<file path="src/rtl/irq_pkg.sv">
package irq_pkg;
   localparam int unsigned NUM_SRC   = 12;
   localparam int unsigned NUM_LINES = 4;
   localparam int unsigned ID_W      = $clog2(NUM_SRC);
   // fixed source positions used by the event decoders
   localparam int unsigned SRC_VBL   = 0;
   localparam int unsigned SRC_MID   = 2;
   localparam int unsigned SRC_TOP   = 10;
   localparam int unsigned TMR_BASE  = 2;

   // uneven fold of sources onto CPU lines
   function automatic int unsigned src_line(input int unsigned s);
      if (s == 0) return 0;
      if (s == 1) return 1;
      if (s <= 9) return 2;
      return 3;
   endfunction
endpackage

</file>
<file path="src/rtl/irq_scan_decode.sv">
module irq_scan_decode #(
   parameter int unsigned LINE_W   = 10,
   parameter int unsigned VBL_LINE = 384,
   parameter int unsigned TOP_LINE = 0,
   parameter int unsigned MID_LINE = 256
) (
   input  logic                        line_valid,
   input  logic [LINE_W-1:0]           line_num,
   output logic [irq_pkg::NUM_SRC-1:0] set_vec
);
   import irq_pkg::*;
   localparam logic [LINE_W-1:0] VBL_V = LINE_W'(VBL_LINE);
   localparam logic [LINE_W-1:0] TOP_V = LINE_W'(TOP_LINE);
   localparam logic [LINE_W-1:0] MID_V = LINE_W'(MID_LINE);

   if (VBL_LINE >= (1 << LINE_W) || MID_LINE >= (1 << LINE_W) || TOP_LINE >= (1 << LINE_W))
      $error("scanline constant does not fit LINE_W");

   always_comb begin
      set_vec = '0;
      if (line_valid) begin
         set_vec[SRC_VBL] = (line_num == VBL_V);
         set_vec[SRC_TOP] = (line_num == TOP_V);
         set_vec[SRC_MID] = (line_num == MID_V);
      end
   end
endmodule

</file>
<file path="src/rtl/irq_timer_gate.sv">
module irq_timer_gate #(
   parameter int unsigned NUM_TIMERS = 4
) (
   input  logic                        clk,
   input  logic                        rst_n,
   input  logic [NUM_TIMERS-1:0]       start,
   input  logic [NUM_TIMERS-1:0]       expire,
   output logic [irq_pkg::NUM_SRC-1:0] set_vec,
   output logic [NUM_TIMERS-1:0]       running,
   output logic [NUM_TIMERS-1:0]       reload
);
   import irq_pkg::*;

   if (NUM_TIMERS < 1 || TMR_BASE + NUM_TIMERS > 10)
      $error("timers must map inside sources 2..9");

   logic [NUM_TIMERS-1:0] hit;

   for (genvar n = 0; n < NUM_TIMERS; n++) begin : g_tmr
      assign hit[n] = expire[n] & running[n];

      always_ff @(posedge clk) begin
         if (!rst_n) begin
            running[n] <= 1'b0;
            reload[n]  <= 1'b0;
         end else begin
            running[n] <= start[n] | (running[n] & ~hit[n]);
            reload[n]  <= hit[n];
         end
      end


      valid_expiry_chk: assert property (@(posedge clk) disable iff (!rst_n)
         (expire[n] && running[n] && !start[n]) |=> (!running[n] && reload[n]));

      idle_expiry_chk: assert property (@(posedge clk) disable iff (!rst_n)
         (expire[n] && !running[n]) |=> !reload[n]);
   end

   always_comb begin
      set_vec = '0;
      for (int n = 0; n < NUM_TIMERS; n++) set_vec[TMR_BASE + n] = hit[n];
   end
endmodule

</file>
<file path="src/rtl/irq_fold.sv">
module irq_fold (
   input  logic                          clk,
   input  logic                          rst_n,
   input  logic [irq_pkg::NUM_SRC-1:0]   active,
   input  logic [irq_pkg::NUM_SRC-1:0]   ack_src,
   output logic [irq_pkg::NUM_LINES-1:0] lines_q,
   output logic [irq_pkg::ID_W-1:0]      id_q,
   output logic                          vld_q
);
   import irq_pkg::*;

   logic [NUM_LINES-1:0] grp_or, grp_ack;
   logic [ID_W-1:0]      id_d;

   for (genvar g = 0; g < NUM_LINES; g++) begin : g_line
      always_comb begin
         grp_or[g]  = 1'b0;
         grp_ack[g] = 1'b0;
         for (int s = 0; s < NUM_SRC; s++) begin
            if (src_line(s) == g) begin
               grp_or[g]  = grp_or[g]  | active[s];
               grp_ack[g] = grp_ack[g] | ack_src[s];
            end
         end
      end
   end

   // lowest index wins: scan from the top down
   always_comb begin
      id_d = '0;
      for (int s = NUM_SRC - 1; s >= 0; s--) begin
         if (active[s]) id_d = ID_W'(s);
      end
   end

   always_ff @(posedge clk) begin
      if (!rst_n) begin
         lines_q <= '0;
         id_q    <= '0;
         vld_q   <= 1'b0;
      end else begin
         lines_q <= grp_or & ~grp_ack;
         id_q    <= id_d;
         vld_q   <= |active;
      end
   end


   quiet_lines_chk: assert property (@(posedge clk) disable iff (!rst_n)
      !(|active) |=> (lines_q == '0));

   quiet_id_chk: assert property (@(posedge clk) disable iff (!rst_n)
      !(|active) |=> (!vld_q && id_q == '0));
   for (genvar s = 0; s < NUM_SRC; s++) begin : g_ack

      ack_drop_chk: assert property (@(posedge clk) disable iff (!rst_n)
         ack_src[s] |=> !lines_q[src_line(s)]);
   end
endmodule

</file>
<file path="src/rtl/irq_group_ctrl.sv">
module irq_group_ctrl #(
   parameter int unsigned LINE_W     = 10,
   parameter int unsigned NUM_TIMERS = 4,
   parameter int unsigned VBL_LINE   = 384,
   parameter int unsigned TOP_LINE   = 0,
   parameter int unsigned MID_LINE   = 256
) (
   input  logic                          clk,
   input  logic                          rst_n,
   input  logic [irq_pkg::NUM_SRC-1:0]   ext_set,
   input  logic                          line_valid,
   input  logic [LINE_W-1:0]             line_num,
   input  logic [NUM_TIMERS-1:0]         tmr_start,
   input  logic [NUM_TIMERS-1:0]         tmr_expire,
   input  logic                          en_wr,
   input  logic [irq_pkg::NUM_SRC-1:0]   en_wdata,
   input  logic                          req_wr,
   input  logic [irq_pkg::NUM_SRC-1:0]   req_wdata,
   output logic [irq_pkg::NUM_LINES-1:0] irq_line,
   output logic [irq_pkg::ID_W-1:0]      irq_src_id,
   output logic                          irq_src_vld,
   output logic [irq_pkg::NUM_SRC-1:0]   req_rd,
   output logic [irq_pkg::NUM_SRC-1:0]   en_rd,
   output logic [NUM_TIMERS-1:0]         tmr_running,
   output logic [NUM_TIMERS-1:0]         tmr_reload
);
   import irq_pkg::*;

   logic [NUM_SRC-1:0] scan_set, tmr_set, all_set, keep_mask, ack_src;
   logic [NUM_SRC-1:0] req_q, en_q;

   irq_scan_decode #(
      .LINE_W(LINE_W), .VBL_LINE(VBL_LINE), .TOP_LINE(TOP_LINE), .MID_LINE(MID_LINE)
   ) i_scan (
      .line_valid(line_valid), .line_num(line_num), .set_vec(scan_set)
   );

   irq_timer_gate #(.NUM_TIMERS(NUM_TIMERS)) i_tmr (
      .clk(clk), .rst_n(rst_n), .start(tmr_start), .expire(tmr_expire),
      .set_vec(tmr_set), .running(tmr_running), .reload(tmr_reload)
   );

   assign all_set   = ext_set | scan_set | tmr_set;
   assign keep_mask = req_wr ? req_wdata : '1;
   assign ack_src   = ~keep_mask;

   always_ff @(posedge clk) begin
      if (!rst_n) begin
         req_q <= '0;
         en_q  <= '0;
      end else begin
         req_q <= (req_q & keep_mask) | all_set;
         if (en_wr) en_q <= en_wdata;
      end
   end

   irq_fold i_fold (
      .clk(clk), .rst_n(rst_n), .active(req_q & en_q), .ack_src(ack_src),
      .lines_q(irq_line), .id_q(irq_src_id), .vld_q(irq_src_vld)
   );

   assign req_rd = req_q;
   assign en_rd  = en_q;

   for (genvar s = 0; s < NUM_SRC; s++) begin : g_bit

      set_wins_chk: assert property (@(posedge clk) disable iff (!rst_n)
         all_set[s] |=> req_q[s]);

      and_clear_chk: assert property (@(posedge clk) disable iff (!rst_n)
         (req_wr && !req_wdata[s] && !all_set[s]) |=> !req_q[s]);

      hold_chk: assert property (@(posedge clk) disable iff (!rst_n)
         (!all_set[s] && (!req_wr || req_wdata[s])) |=> (req_q[s] == $past(req_q[s])));
   end

   en_load_chk: assert property (@(posedge clk) disable iff (!rst_n)
      en_wr |=> (en_q == $past(en_wdata)));
endmodule

</file>
<file path="config.mk">
export PLATFORM = sky130hd
export DESIGN_NAME = irq_group_ctrl
export DESIGN_NICKNAME = d
export VERILOG_FILES = /design/src/rtl/irq_pkg.sv /design/src/rtl/irq_scan_decode.sv /design/src/rtl/irq_timer_gate.sv /design/src/rtl/irq_fold.sv /design/src/rtl/irq_group_ctrl.sv
export SDC_FILE = /design/constraint.sdc
export NUM_CORES = 1
export LEC_CHECK = 0
export ABC_AREA = 1
export BUFFER_PORTS_ARGS = -buffer_cell sky130_fd_sc_hd__buf_4
export CORE_MARGIN = 10
export CORE_UTILIZATION = 45
export DETAILED_ROUTE_END_ITERATION = 8
export PLACE_DENSITY_LB_ADDON = 0.15
export RECOVER_POWER = 50
export REMOVE_ABC_BUFFERS = 1
export SLEW_MARGIN = 25
export SYNTH_ARGS = -nofsm -noshare
export SYNTH_HDL_FRONTEND = slang
export SYNTH_SLANG_ARGS = --single-unit
</file>
<file path="constraint.sdc">
create_clock -name clk -period 1.72 [get_ports clk]
set_input_delay 0.258 -clock clk [delete_from_list [all_inputs] [get_ports clk]]
set_output_delay 0.258 -clock clk [all_outputs]
set_load 0.05 [all_outputs]
</file>
==> metrics.txt, run 1 <==
hold buffer count at cts=0; max cap viols=0; sequential element share of the synthesized area=0.514; latest clock arrival within the worst-skew pair=0.33 ns; Cell Area, Placed=2360 sq um; RSZ-0062 raised after global routing=false; Top Ports=100; CP required=1.46 ns; setup_tns=0 ns; crit path DAT=1.11 ns; number of fill cells=303; fin crit period=1.37 ns; Fin. Hold Viols=0; fin nets=368; Layout area overhead=49.7%; die area=6330 sq um; final instance area=2390 sq um; number of global-route vias before repair=1766; R2R depth=6; global placement routability congestion=0.800; cells after synthesis=210; Syn Area/Cell=7.60 sq um; CTS-repair resized insts=0; slowest CP cell=clkbuf_1; final std cells w/o fill=354; area fraction in compound gates after synthesis=0.147; YS warnings=0; final WL=5.00 mm; Reg-to-Reg End=i_fold.lines_q[2]; die span in x=79.6 um; DIE HEIGHT=79.6 um; Starting Density=0.471; TritonCTS Buffers=5; # placed instances=348; DR vias/cell=4.77; Slew HR=0.534; endpoints failing setup=0; DPL Wire Length=4.11 mm; clock-pin slew on the worst setup and hold paths=0.11 ns; fin. max-slew vios=0; initial antenna violation count=0; clock root cell=clkbuf_4; Seq cells post-synth=41; Port Buffer Count=99; CTS tree=done; GRT overflow=0; Post-Synth Simple-Gate Area=0.288; GR Util All Layers=0.152; DRT antenna net count=0; core area=3390 sq um; CTS H-tree lvls=2; first-pass GRT wire length=7.83 mm; deepest clock path buffer count=2; Pleak=1.23 nW; drt wl/cell=14.1 um; Crit. End Element=primary output; clock sinks=41; setup bufs post-CTS=0; largest net degree at the start of global routing=22; std cell rows=21; CP Buf/Inv Count=1; flop2flop setup slack=0.59 ns; Hold Crit Start=tmr_start[1]; Critical Path Max Stage Delay=0.47 ns; Post-Synth Adder-Cell Area=0; main combinational cell family by area after synthesis=simple AND/OR/NAND/NOR gates; multiplexer area fraction after synthesis=0; Worst-Margin Slew=0.698 ns; Worst R2R Start=req_rd[7]; maximum fanout along the worst path=1; Synth Area in XOR/XNOR=0; DRC=0; hold worst-path end=i_tmr.running[1]; clk_skew=0.00966 ns; pwr/cell area=864 nW/um^2; Hold WC Path Type=in -> reg; Netlist cell types=24; Pre-Repair DR Iteration Count=4; mapped cell area=1600 sq um; Top Family by Delay on Critical Path=buffers and inverters; crit share post-route=0.797; share of layout cells above drive strength 1=0.357; worst path cell trace=clkbuf_1; status=complete, no violations; Fmax=729 MHz; WHS Path Cells=3; critical path class=reg -> out; startpoint types=flip-flop; n_diodes=0; Max IR drop VDD=0.000516 V; Starting DRT DRC Count=41; total number of vias=1688; crit path launch=i_fold.id_q[2]
[metal layers]
metal / track usage / vias to the layer above / wire [um]
li1: - / 875 / -
met5: 0 / - / 0
met4: 0.0323 / 0 / 31
met1: 0.152 / 747 / 1950
met2: 0.270 / 62 / 2420
met3: 0.0822 / 4 / 597
[metrics by stage]
step | hold slack (ns) | power [mW] | util | setup slack (ns)
after global placement | 0.448 | 1.67 | 0.698 | 0.612
final | 0.121 | 2.06 | 0.705 | 0.349
after floorplan | 0.356 | 1.42 | - | 0.333
after global routing | 0.113 | 2.15 | 0.705 | 0.306
after CTS | 0.120 | 2.08 | 0.710 | 0.463
after detailed placement | 0.454 | 1.68 | 0.698 | 0.601
[worst register-to-register path, delay by kind of cell, from the launching register on]
kind | cells | cell delay, ns
buffers and inverters | 1 | 0.08
and+or+nand+nor | 5 | 0.61
DFF | 1 | 0.35
[placed cells by master (no fill, tap or decap)]
cell type	netlist	final
a21oi_1	19	19
a21oi_2	1	1
a311oi_1	1	1
a31oi_1	3	3
buf_4	1	95
clkbuf_1	4	4
clkbuf_4	0	5
clkinv_2	0	1
dfxtp_1	41	41
inv_1	10	11
inv_2	3	2
nand2_1	34	35
nand2_2	4	3
nand2_4	2	2
nand3_1	3	3
nand3b_1	1	1
nand4_1	1	1
nor2_1	49	49
nor3_1	3	3
nor3b_1	1	1
nor4_2	1	1
o21ai_0	9	10
o21ai_1	10	9
o21bai_1	1	1
or2_1	6	6
[sequential cells by signal (all words and copies together) (netlist names)]
signal and count:
i_fold.id_q 4, en_rd 12, i_fold.lines_q 4, i_tmr.running 4, i_tmr.reload 4, i_fold.vld_q 1, req_rd 12
[how the worst max path moves through the flow]
stage / depth (start not counted) / to / slack, ns
finish: 1 / irq_src_id[2] / 0.35
floorplan: 12 / i_fold.id_q[0] / 0.33
CTS: 1 / req_rd[2] / 0.46
global route: 1 / irq_src_id[2] / 0.31
detailed placement: 5 / i_fold.lines_q[2] / 0.60
global placement: 5 / i_fold.lines_q[2] / 0.61
[where the power goes]
group | switching, mW | total [mW] | leakage (nW) | internal, mW
Combinational | 0.373 | 0.586 | 0.859 | 0.214
Sequential | 0.0464 | 1.06 | 0.340 | 1.01
Clock | 0.277 | 0.419 | 0.0269 | 0.142
Total | 0.696 | 2.06 | 1.23 | 1.37
[cell type report]
type / instances / area (sq um) / area share
clock buffer: 5 / 37.5 / 0.0157
clock inverter: 1 / 5.00 / 0.00209
timing repair buffer: 99 / 728 / 0.305
inverter: 13 / 48.8 / 0.0204
multi-input combinational: 149 / 692 / 0.290
sequential: 41 / 821 / 0.343
tap: 46 / 57.6 / 0.0241
[cell usage after synthesis (all sizes together)]
cell | number | share of area
a311oi | 1 | 0.0055
nand2 | 40 | 0.11
a31oi | 3 | 0.012
or2 | 6 | 0.024
nor3 | 3 | 0.0094
nor4 | 1 | 0.0078
nand3 | 3 | 0.0094
nor3b | 1 | 0.0047
nor2 | 49 | 0.12
o21ai | 19 | 0.060
nand3b | 1 | 0.0047
o21bai | 1 | 0.0047
dfxtp | 41 | 0.51
clkbuf | 4 | 0.0094
buf | 3 | 0.011
a21oi | 20 | 0.065
inv | 13 | 0.031
nand4 | 1 | 0.0039
[cells by family after synthesis]
group	count (synthesis)
compound gates	44
buf+inv	20
flops	41
simple gates	105
Note: power is estimated with default switching activity, not from simulation.
==> run 2: changes to the inputs <==
- ABC_AREA: 1 -> 0
- CORE_UTILIZATION: 45 -> 41
- clock period: 1.72 -> 1.3 ns (I/O delays scaled with it)
==> run 2 against run 1 <==
- non-clock buffer count is 7 higher
- worst hold slack worse by 0.0098 ns
- sequential power is 31% higher
- clock skew is 0.0062 ns lower
- largest cell class unchanged
- register-to-register slack worse by 0.53 ns
==> metrics.txt, run 2 <==
status=complete, no violations; fin crit period=1.24 ns; Hold Crit Start=tmr_start[2]; mapped cell area=1560 sq um; crit path DAT=1.42 ns; pwr/cell area=1200 nW/um^2; DR vias/cell=4.97; clk_skew=0.00345 ns; Fmax=806 MHz; startpoint types=flip-flop; clock root cell=clkbuf_8; die area=6670 sq um; GR Util All Layers=0.150; largest net degree at the start of global routing=20; fin nets=340; GRT overflow=0; DRT antenna net count=0; Pleak=1.23 nW; CTS tree=done; # placed instances=322; latest clock arrival within the worst-skew pair=0.29 ns; Pre-Repair DR Iteration Count=4; Crit. End Element=flip-flop; async set-reset flop share out of synthesis=0; initial antenna violation count=0; RSZ-0062 raised after global routing=false; core area=3660 sq um; Netlist cell types=29; final std cells w/o fill=329; Top FF cell, synth=dfxtp_1; Layout area overhead=57.1%; DIE HEIGHT=81.7 um; critical path class=reg -> reg; CTS H-tree lvls=2; number of fill cells=331; Starting Density=0.426; share of layout cells above drive strength 1=0.388; Worst-Margin Slew=0.392 ns; DPL Wire Length=4.20 mm; DRC=0; sequential element share of the synthesized area=0.526; Worst R2R Start=req_rd[5]; Post-synth EDFFs=0; setup ws final=0.0596 ns; CP required=1.48 ns; global placement routability congestion=0.760; commonest non-fill, non-tap cell in the layout=buf_4; deepest clock path buffer count=2; clock-pin slew on the worst setup and hold paths=0.07 ns; max cap viols=0; top cell type's share of synthesized area=0.526; first-pass GRT wire length=7.80 mm; cells after synthesis=173; clock sinks=41; drt wl/cell=15.3 um; hold buffer count at cts=0; Critical Path Max Stage Delay=0.31 ns; area leader, netlist=dfxtp_1; Syn Area/Cell=9.01 sq um; Max IR drop VDD=0.000668 V; most common cell in the synthesized netlist=dfxtp_1; slowest CP cell=dfxtp_1; total number of vias=1636; Starting DRT DRC Count=92; most frequent cells in the layout=buf_4 (95), dfxtp_1 (41), nor2_1 (21), a21oi_1 (20), nand2_1 (15); crit path launch=req_rd[5]; dpl ws=0.0629 ns; TritonCTS Buffers=5; Fin. Hold Viols=0; Port Buffer Count=99; Synth top cells by count=dfxtp_1 (41), nor2_1 (21), a21oi_1 (20), nand2_1 (15); Slew HR=0.739; crit share post-route=0.954; fin. max-slew vios=0; Synth area leaders=dfxtp_1 (53%), mux2i_1 (7.7%), a21oi_1 (6.4%); number of global-route vias before repair=1670; die span in x=81.7 um; Seq cells post-synth=41; final WL=5.04 mm; Cell Area, Placed=2390 sq um; maximum fanout along the worst path=3; endpoints failing setup=0; n_diodes=0; final instance area=2450 sq um; YS warnings=0; Hold WC Path Type=in -> reg; std cell rows=22; worst path cell trace=a22o_1, and3b_2, nand2_1, o31a_1; Top Ports=100
[run 2: cell types whose count changed after synthesis, moves of 3 or more]
cell	previous run	this run
and3_1	0	4
inv_2	3	0
mux2i_1	0	12
nand2_1	34	15
nand2_2	4	0
nand3_1	3	7
nor2_1	49	21
o21ai_1	10	0
or2_1	6	0
[run 2: worst paths after layout]
path / cells after the start / endpoint / slack (ns)
setup / recovery: 4 / i_fold.vld_q / 0.06
hold / removal: 3 / i_tmr.running[2] / 0.11
setup reg to reg: 4 / i_fold.vld_q / 0.06
hold reg to reg: 2 / req_rd[7] / 0.50
[run 2: area by class of cell]
class                           count  area (sq um)  area share
Sequential cell                    41           821       0.335
Timing Repair Buffer              106           764       0.312
Multi-Input combinational cell    115           673       0.275
Clock buffer                        7          86.3      0.0352
Tap cell                           48          60.1      0.0245
Inverter                           12          45.0      0.0184
[run 2: kinds of logic after synthesis]
family / after synthesis / synth area share
mux: 12 / 0.0770
compound gates: 46 / 0.184
simple gates: 57 / 0.170
flops: 41 / 0.526
buf+inv: 17 / 0.0425
[run 2: power by group]
group / internal (mW) / switching (mW) / total (mW)
Combinational: 0.289 / 0.449 / 0.738
Sequential: 1.33 / 0.0574 / 1.39
Clock: 0.421 / 0.397 / 0.818
[run 2: stage by stage]
step,setup TNS [ns],utilization,power [mW],hold WS [ns]
2_1_floorplan,-0.304,-,1.83,0.294
5_1_grt,0,0.669,3.09,0.109
3_3_place_gp,0,0.654,2.16,0.402
4_1_cts,0,0.677,2.99,0.108
3_5_place_dp,0,0.654,2.17,0.410
6_report,0,0.669,2.95,0.111
[run 2: metal layers]
layer / wire length, um / vias up / GRT usage / part of all wire
li1: - / 820 / - / -
met1: 1960 / 755 / 0.154 / 0.39
met2: 2470 / 58 / 0.256 / 0.49
met3: 579 / 3 / 0.0873 / 0.11
met4: 27 / 0 / 0.0425 / 0.0054
met5: 0 / - / 0 / 0
[run 2: timing repair]
action / 4_1_cts / 5_1_grt
gates resized for setup: 0 / 1
endpoints found under the setup margin: 0 / 1
setup buffers: 0 / 0
[run 2: worst max-delay path: cells and delay by family (launching register included)]
family             cells  cell delay [ns]
and+or+nand+nor        2             0.32
DFF                    1             0.31
AOI/OAI and AO/OA      2             0.50
